## config.mk

```make
export PLATFORM = sky130hd
export DESIGN_NAME = irq_hub
export DESIGN_NICKNAME = d
export VERILOG_FILES = /design/src/rtl/irqc_pkg.sv /design/src/rtl/irqc_decode.sv /design/src/rtl/irqc_flags.sv /design/src/rtl/irqc_request.sv /design/src/rtl/irq_hub.sv
export SDC_FILE = /design/constraint.sdc
export NUM_CORES = 1
export LEC_CHECK = 0
export ABC_AREA = 1
export BUFFER_PORTS_ARGS = -buffer_cell sky130_fd_sc_hd__buf_2
export CAP_MARGIN = 0
export CORE_UTILIZATION = 45
export DETAILED_ROUTE_END_ITERATION = 10
export GPL_TIMING_DRIVEN = 0
export HOLD_SLACK_MARGIN = 0.02
export PLACE_DENSITY = 0.75
export RECOVER_POWER = 50
export SLEW_MARGIN = 20
export SYNTH_ARGS = -nofsm -noshare
export SYNTH_HDL_FRONTEND = slang
export SYNTH_HIERARCHICAL = 1
export SYNTH_SLANG_ARGS = --single-unit
export TNS_END_PERCENT = 5
```

## constraint.sdc

```tcl
create_clock -name clk_i -period 1.1 [get_ports clk_i]
set_input_delay 0.165 -clock clk_i [delete_from_list [all_inputs] [get_ports clk_i]]
set_output_delay 0.165 -clock clk_i [all_outputs]
set_load 0.01 [all_outputs]
```

## src/rtl/irqc_pkg.sv

```systemverilog
package irqc_pkg;
  localparam int unsigned NUM_SRC = 14;
  localparam int unsigned DATA_W  = 16;
  localparam int unsigned ADDR_W  = 12;

  localparam logic [ADDR_W-1:0] OFS_EN     = 12'h200;
  localparam logic [ADDR_W-1:0] OFS_FLAG   = 12'h202;
  localparam logic [ADDR_W-1:0] OFS_MASTER = 12'h208;

  typedef enum logic [1:0] {
    RD_NONE,
    RD_EN,
    RD_FLAG,
    RD_MASTER
  } rd_sel_e;

  typedef struct packed {
    logic en;
    logic flag;
    logic master;
  } wr_sel_t;
endpackage

```

## src/rtl/irqc_decode.sv

```systemverilog
module irqc_decode
  import irqc_pkg::*;
#(
  parameter int unsigned AW = ADDR_W
) (
  input  logic [AW-1:0] addr_i,
  input  logic          we_i,
  output wr_sel_t       wr_o,
  output rd_sel_e       rd_o
);
  always_comb begin
    wr_o = '0;
    rd_o = RD_NONE;
    unique case (addr_i)
      OFS_EN:     begin rd_o = RD_EN;     wr_o.en     = we_i; end
      OFS_FLAG:   begin rd_o = RD_FLAG;   wr_o.flag   = we_i; end
      OFS_MASTER: begin rd_o = RD_MASTER; wr_o.master = we_i; end
      default:    ;
    endcase
  end
endmodule

```

## src/rtl/irqc_flags.sv

```systemverilog
module irqc_flags #(
  parameter int unsigned N = 14
) (
  input  logic         clk_i,
  input  logic         rst_ni,
  input  logic [N-1:0] evt_i,
  input  logic         clr_we_i,
  input  logic [N-1:0] clr_mask_i,
  output logic [N-1:0] flag_o
);
  for (genvar g = 0; g < N; g++) begin : g_bit
    logic flag_q;
    always_ff @(posedge clk_i or negedge rst_ni) begin
      if (!rst_ni)                        flag_q <= 1'b0;
      else if (evt_i[g])                  flag_q <= 1'b1;  // set beats clear
      else if (clr_we_i && clr_mask_i[g]) flag_q <= 1'b0;
    end
    assign flag_o[g] = flag_q;


    evt_set_chk: assert property (@(posedge clk_i) disable iff (!rst_ni)
      evt_i[g] |=> flag_o[g]);

    clr_one_chk: assert property (@(posedge clk_i) disable iff (!rst_ni)
      (clr_we_i && clr_mask_i[g] && !evt_i[g]) |=> !flag_o[g]);

    hold_chk: assert property (@(posedge clk_i) disable iff (!rst_ni)
      (!evt_i[g] && !(clr_we_i && clr_mask_i[g])) |=> $stable(flag_o[g]));
  end
endmodule

```

## src/rtl/irqc_request.sv

```systemverilog
module irqc_request #(
  parameter int unsigned N = 14
) (
  input  logic         clk_i,
  input  logic         rst_ni,
  input  logic [N-1:0] en_i,
  input  logic [N-1:0] flag_i,
  input  logic         master_i,
  output logic         irq_o
);
  logic irq_q;
  always_ff @(posedge clk_i or negedge rst_ni) begin
    if (!rst_ni) irq_q <= 1'b0;
    else         irq_q <= master_i & (|(en_i & flag_i));
  end
  assign irq_o = irq_q;


  master_off_chk: assert property (@(posedge clk_i) disable iff (!rst_ni)
    !master_i |=> !irq_o);

  pend_raise_chk: assert property (@(posedge clk_i) disable iff (!rst_ni)
    (master_i && (en_i & flag_i) != '0) |=> irq_o);

  none_low_chk: assert property (@(posedge clk_i) disable iff (!rst_ni)
    ((en_i & flag_i) == '0) |=> !irq_o);
endmodule

```

## src/rtl/irq_hub.sv

```systemverilog
module irq_hub
  import irqc_pkg::*;
#(
  parameter int unsigned N  = NUM_SRC,
  parameter int unsigned DW = DATA_W,
  parameter int unsigned AW = ADDR_W
) (
  input  logic          clk_i,
  input  logic          rst_ni,
  input  logic [AW-1:0] bus_addr_i,
  input  logic          bus_we_i,
  input  logic [DW-1:0] bus_wdata_i,
  output logic [DW-1:0] bus_rdata_o,
  input  logic [N-1:0]  evt_i,
  output logic          irq_o
);
  localparam int unsigned PAD_W = DW - N;

  wr_sel_t      wr_sel;
  rd_sel_e      rd_sel;
  logic [N-1:0] en_q;
  logic         master_q;
  logic [N-1:0] flag;

  irqc_decode #(.AW(AW)) i_decode (
    .addr_i (bus_addr_i),
    .we_i   (bus_we_i),
    .wr_o   (wr_sel),
    .rd_o   (rd_sel)
  );

  always_ff @(posedge clk_i or negedge rst_ni) begin
    if (!rst_ni) begin
      en_q     <= '0;
      master_q <= 1'b0;
    end else begin
      if (wr_sel.en)     en_q     <= bus_wdata_i[N-1:0];
      if (wr_sel.master) master_q <= bus_wdata_i[0];
    end
  end

  irqc_flags #(.N(N)) i_flags (
    .clk_i      (clk_i),
    .rst_ni     (rst_ni),
    .evt_i      (evt_i),
    .clr_we_i   (wr_sel.flag),
    .clr_mask_i (bus_wdata_i[N-1:0]),
    .flag_o     (flag)
  );

  irqc_request #(.N(N)) i_request (
    .clk_i    (clk_i),
    .rst_ni   (rst_ni),
    .en_i     (en_q),
    .flag_i   (flag),
    .master_i (master_q),
    .irq_o    (irq_o)
  );

  always_comb begin
    unique case (rd_sel)
      RD_EN:     bus_rdata_o = {{PAD_W{1'b0}}, en_q};
      RD_FLAG:   bus_rdata_o = {{PAD_W{1'b0}}, flag};
      RD_MASTER: bus_rdata_o = {{(DW-1){1'b0}}, master_q};
      default:   bus_rdata_o = '0;
    endcase
  end


  rd_pad_chk: assert property (@(posedge clk_i) disable iff (!rst_ni)
    bus_rdata_o[DW-1:N] == '0);

  stray_wr_chk: assert property (@(posedge clk_i) disable iff (!rst_ni)
    (bus_we_i && bus_addr_i != OFS_EN && bus_addr_i != OFS_MASTER)
      |=> ($stable(en_q) && $stable(master_q)));

  en_wr_chk: assert property (@(posedge clk_i) disable iff (!rst_ni)
    (bus_we_i && bus_addr_i == OFS_EN) |=> en_q == $past(bus_wdata_i[N-1:0]));
endmodule

```

==> impl_metrics.yaml, run 1 <==
cts:
  clock_latency_ns: 0.28
  clockBufferDepth: 2
  htreeDepth: 2
  cts_buffers: 5
  cts-root-buf: "clkbuf_8"
  cts_tree: "built"
  clk_pin_slew_worst_paths_ns: 0.06
  cts_sinks: 30
cells_and_area:
  finalNetCount: 378
  fin_cells: 382
  nFillCells: 317
  drive_above_1_share: 0.398
  final_util: 0.667
  antenna_cells: 0
  syn_to_final_growth_pct: 40.3
  stdcell_area_sq_um: 2460
  register_area_sq_um: 751
  multi_input_area_sq_um: 786
timing:
  fin_ws_ns: -0.392
  hold_violations: 0
  fin_worst_skew_ns: 0.00249
  finalSetupViolations: 28
  final_max_slew_viol_count: 0
  finalCriticalPeriod_ns: 1.49
  slew-limit-headroom: 0.506
  tightest_slew_ns: 0.741
  fmax_mhz: 670
  timing.final.crit_share: 1.36
  rsz0062_at_grt: "yes"
floorplanning:
  core-area_sq_um: 3690
  die_h_microns: 64.4
  initial_core_util: 0.475
  io_pins: 62
  die_w_microns: 64.4
  rows: 22
  die_area_sq_um: 4150
synthesis:
  ys.flop_type: "dfrtp_1"
  synth_area_leader_cell: "dfrtp_1"
  synth_top_area_frac: 0.428
  ys_types: 16
  syn_avg_cell_area_sq_um: 6.74
  synthTopCellsByCount: "nand2_1, inv_1, dfrtp_1"
  synthCells: 260
  yosys_warnings: 6
  synthArstFlopShare: 1.00
  synth_edf_count: 0
  synth-seq-area-share: 0.428
  ys_top_cells_by_area: "dfrtp_1, nand2_1, inv_1, buf_4, o21ai_0"
  synth-seq-cells: 30
  yosys.cell_count.top_type: "nand2_1"
  syn_area_sq_um: 1750
worst_setup_path:
  ff2ff_setup_slack_ns: 0.04
  cp.required_ns: 0.94
  critPathMaxStageDelay_ns: 0.16
  startpoint: "bus_addr_i[0]"
  crit_fanout: 5
  cp-start-kind: "input port"
  end_kind: "output pin"
  r2r-start: "i_flags/g_bit[8].flag_q$_DFFE_PN0P_"
  worstPathArrival_ns: 1.33
  critPathKind: "in2out"
  reg2reg_to: "i_request/irq_o$_DFF_PN0_"
  reg2reg_depth: 7
  path_cells: "buf_2 > inv_2 > nand2_2 > nor2_4 > nand3_4 > nand2_4 > inv_4 > nor2_4 > buf_6 > nand2_1 > nand2_1 > buf_2"
  crit_slowest_cell: "nor2_4"
routing:
  drt_iter0_drc: 81
  vias: 1703
  wl_mm: 4.19
  drc_errors: 0
  wl_per_cell_microns: 11.0
  first_pass_iters: 4
  via_per_inst: 4.46
  antenna_left: 0
global_route:
  grt_max_degree: 31
  first_global_vias: 1695
  grt_use_total: 0.230
  grt_pass1_wl_mm: 7.18
  overflow: 0
  antenna_found_initial: 0
placed_design:
  dp_cells: 366
  gp_congestion: 0.778
  port_buffers: 57
  place_area_sq_um: 2140
  place_hpwl_mm: 2.77
pwr:
  peakVddDrop_v: 0.000991
  powerDensity_nw_per_um2: 890
  p_leak_nw: 1.42
run_status:
  failed_checks: "negative setup slack"
  outcome: "complete, but fails checks"
worst_hold_path:
  hold_end: "i_flags/g_bit[4].flag_q$_DFFE_PN0P_"
  hold_class: "in2reg"
  hold_start: "evt_i[4]"
  whs_path_depth: 3
flow_run:
  max_cap_viol_count: 0
## sequential cells by signal, summed over array words and instances, names as in the netlist
name / cells
en_q: 14
i_flags/g_bit.flag_q: 14
i_request/irq_o: 1
master_q: 1
## through the flow
stage,setup WS [ns],setup TNS [ns],power (mW),hold WS [ns]
2_1_floorplan,-0.105,-1.49,1.18,-0.131
3_3_place_gp,-0.422,-14.15,1.28,0.230
3_5_place_dp,-0.468,-15.79,1.28,0.237
4_1_cts,-0.383,-7.14,2.20,0.0586
5_1_grt,-0.495,-10.89,2.28,0.0679
6_report,-0.392,-7.26,2.19,0.0657
## logic make-up after synthesis
kind of cell | count (synthesis) | synth area share
compound gates | 15 | 0.0428
buf+inv | 63 | 0.184
flops | 30 | 0.428
other cells | 1 | 0.00214
simple gates | 151 | 0.343
## report_power, final
group	internal [mW]	leakage, nW	switching [mW]
registers	1.11	0.263	0.00335
logic	0.0817	1.11	0.0913
clock network	0.504	0.0482	0.399
## final cells by class
cell class | count | area share
Multi-Input combinational cell | 168 | 0.320
Sequential cell | 30 | 0.305
Timing Repair Buffer | 65 | 0.174
Buffer | 22 | 0.0763
Inverter | 41 | 0.0636
Clock buffer | 7 | 0.0351
Tap cell | 48 | 0.0244
Clock inverter | 1 | 0.00204
## cell usage in the layout (no fill, tap or decap)
cell           count
nand2_1          106
clkbuf_2           1
buf_4             20
and2_4             1
nand3_1            4
dlygate4sd3_1      1
inv_2              8
nand2_2           19
clkbuf_1           2
dfrtp_1           30
clkbuf_8           6
conb_1             2
nand2_4            2
nor2_2             3
buf_6             20
nor2_1             9
nand3_4            1
nand3_2            2
nor2_4             4
buf_2             44
inv_1             32
o21ai_0           15
inv_4              1
clkinv_2           1
## routing by layer
metal  vias up  GRT usage  wire, microns
li1        890          -              -
met1       759      0.267           1770
met2        48      0.420           2130
met3         6     0.0423            236
met4         0     0.0806             60
met5         -          0              0
## worst max-delay path, delay by kind of cell
kind	cells	cell delay, ns
and+or+nand+nor	7	0.67
buffers and inverters	5	0.49
## how the worst max path moves through the flow
stage | end | slack (ns) | depth (start not counted)
floorplan | bus_rdata_o[10] | -0.10 | 9
global placement | i_flags/g_bit[7].flag_q$_DFFE_PN0P_ | -0.42 | 10
detailed placement | i_flags/g_bit[7].flag_q$_DFFE_PN0P_ | -0.47 | 10
CTS | bus_rdata_o[12] | -0.38 | 12
global route | bus_rdata_o[12] | -0.50 | 12
finish | bus_rdata_o[12] | -0.39 | 12
## timing repair
action                                  4_1_cts  5_1_grt
endpoints found under the setup margin       39       43
pin swaps                                    12       12
resized for setup                            29       18
cloned                                        2        0
endpoints found under the hold margin        30        0
setup buffers                                 5        0
hold buffers                                  1        0
Power figures use the tool's default switching activity.
==> run 2: changes to the inputs <==
--- a/config.mk
+++ b/config.mk
@@ -8,7 +8,7 @@
 export ABC_AREA = 1
 export BUFFER_PORTS_ARGS = -buffer_cell sky130_fd_sc_hd__buf_2
 export CAP_MARGIN = 0
-export CORE_UTILIZATION = 45
+export CORE_UTILIZATION = 44
 export DETAILED_ROUTE_END_ITERATION = 10
 export GPL_TIMING_DRIVEN = 0
 export HOLD_SLACK_MARGIN = 0.02
@@ -17,6 +17,5 @@
 export SLEW_MARGIN = 20
 export SYNTH_ARGS = -nofsm -noshare
 export SYNTH_HDL_FRONTEND = slang
-export SYNTH_HIERARCHICAL = 1
 export SYNTH_SLANG_ARGS = --single-unit
 export TNS_END_PERCENT = 5
==> impl_metrics.yaml, run 2 <==
run_status:
  outcome: "complete, but fails checks"
  failed_checks: "negative setup slack"
cells_and_area:
  nFillCells: 300
  final_util: 0.690
  antenna_cells: 0
  drive_above_1_share: 0.367
  final_common_cell: "nand2_1"
  stdcell_area_sq_um: 2390
  register_area_sq_um: 751
  largestRegisters: "en_q (14), i_flags.g_bit.flag_q (14)"
  final_cell_mix: "nand2_1, buf_2, dfrtp_1, inv_1, buf_6"
  finalNetCount: 355
  multi_input_area_sq_um: 797
  fin_cells: 357
  syn_to_final_growth_pct: 44.4
synthesis:
  syn_area_sq_um: 1660
  ys_top_cells_by_area: "dfrtp_1, nand2_1, inv_1, nand3_1, nor2_1"
  ys.flop_type: "dfrtp_1"
  syn_avg_cell_area_sq_um: 7.02
  synth-seq-area-share: 0.453
  ys_types: 20
  synth_area_leader_cell: "dfrtp_1"
  synth_edf_count: 0
  synthTopCellsByCount: "nand2_1, dfrtp_1, inv_1"
  synthArstFlopShare: 1.00
  yosys_warnings: 0
  yosys.cell_count.top_type: "nand2_1"
  synth_top_area_frac: 0.453
  synthCells: 236
  synth-seq-cells: 30
floorplanning:
  die_area_sq_um: 4020
  rows: 21
  initial_core_util: 0.478
  core-area_sq_um: 3470
  io_pins: 62
  die_w_microns: 63.4
  die_h_microns: 63.4
placed_design:
  post-place-ws_ns: -0.347
  place_area_sq_um: 2020
  dp_cells: 339
  gp_congestion: 0.742
  place_hpwl_mm: 2.70
  port_buffers: 56
routing:
  vias: 1668
  wl_mm: 4.17
  antenna_left: 0
  drc_errors: 0
  drt_iter0_drc: 64
  first_pass_iters: 4
  wl_per_cell_microns: 11.7
  via_per_inst: 4.67
flow_run:
  max_cap_viol_count: 0
timing:
  rsz0062_at_grt: "yes"
  tns_ns: -3.74
  slew-limit-headroom: 0.554
  final_max_slew_viol_count: 0
  fin_worst_skew_ns: 0.00267
  finalSetupViolations: 34
  hold_violations: 0
  timing.final.crit_share: 1.20
  timing.hold.ws_ns: 0.0653
  fmax_mhz: 757
  fin_ws_ns: -0.221
  tightest_slew_ns: 0.670
  finalCriticalPeriod_ns: 1.32
worst_setup_path:
  end_kind: "output pin"
  critPathTopFamily: "simple AND/OR/NAND/NOR gates"
  critPathMaxStageDelay_ns: 0.19
  cp.required_ns: 0.94
  path_cells: "buf_6 > nor2_4 > nand2_2 > nor2_4 > nand2_4 > inv_6 > clkbuf_16 > nand2_1 > nand2_2 > buf_6"
  crit_slowest_cell: "nor2_4"
  crit_fanout: 4
  r2r-start: "en_q[8]$_DFFE_PN0P_"
  crit_buf_inv: 4
  worstPathArrival_ns: 1.16
  critPathKind: "in2out"
  startpoint: "bus_addr_i[10]"
  cp-start-kind: "input port"
worst_hold_path:
  hold_start: "evt_i[3]"
  hold_class: "in2reg"
pwr:
  peakVddDrop_v: 0.000719
  p_total_mw: 2.32
  powerDensity_nw_per_um2: 970
  p_leak_nw: 1.43
cts:
  cts_buffers: 5
  htreeDepth: 2
  clk_pin_slew_worst_paths_ns: 0.06
  cts_tree: "built"
  cts_sinks: 30
  clock_latency_ns: 0.28
  cts-root-buf: "clkbuf_8"
  clockBufferDepth: 2
global_route:
  grt_use_total: 0.214
  overflow: 0
  antenna_found_initial: 0
  first_global_vias: 1576
  grt_pass1_wl_mm: 6.60
  grt_max_degree: 31
-- run 2: cell type report --
class | count | area share
multi-input combinational | 166 | 0.333
tap | 46 | 0.0240
timing repair buffer | 66 | 0.196
buffer | 8 | 0.0319
inverter | 33 | 0.0559
clock buffer | 8 | 0.0460
sequential | 30 | 0.314
-- run 2: worst paths after layout --
kind	to	slack, ns	cells past startpoint
min in group asynchronous	i_flags.g_bit[9].flag_q$_DFFE_PN0P_	0.46	2
hold / removal	i_flags.g_bit[3].flag_q$_DFFE_PN0P_	0.07	3
setup / recovery	bus_rdata_o[6]	-0.22	10
max in group asynchronous	en_q[3]$_DFFE_PN0P_	0.21	2
hold reg to reg	i_flags.g_bit[3].flag_q$_DFFE_PN0P_	0.47	2
setup reg to reg	i_request.irq_o$_DFF_PN0_	0.05	6
-- run 2: power by group --
| group | internal (mW) | total, mW | switching (mW) |
|---|---|---|---|
| Combinational | 0.0898 | 0.193 | 0.103 |
| Clock | 0.631 | 1.02 | 0.387 |
| Sequential | 1.11 | 1.11 | 0.00223 |
-- run 2: what timing repair did --
item                       4_1_cts  5_1_grt
pin swaps                        1        8
hold buffers                     1        0
resized for setup               20       22
gates cloned                     0        1
setup endpoints to repair       14       41
hold endpoints to repair        30        0
buffers inserted                 6        2
-- run 2: kinds of logic (layout without fill, tap and decap cells) --
logic type	Yosys count	in the layout	share of synthesized area
compound gates	11	11	0.0377
buf+inv	41	115	0.120
flops	30	30	0.453
other cells	1	2	0.00226
simple gates	153	153	0.387
-- run 2: worst min-delay path: stages --
cell	delay [ns]
buf_2	0.07
inv_1	0.03
nand2_1	0.05
-- run 2: layer usage --
layer | routed length [microns] | global-route usage
met5 | 0 | 0
met4 | 34 | 0.0767
met3 | 234 | 0.0743
met2 | 2120 | 0.348
met1 | 1780 | 0.261
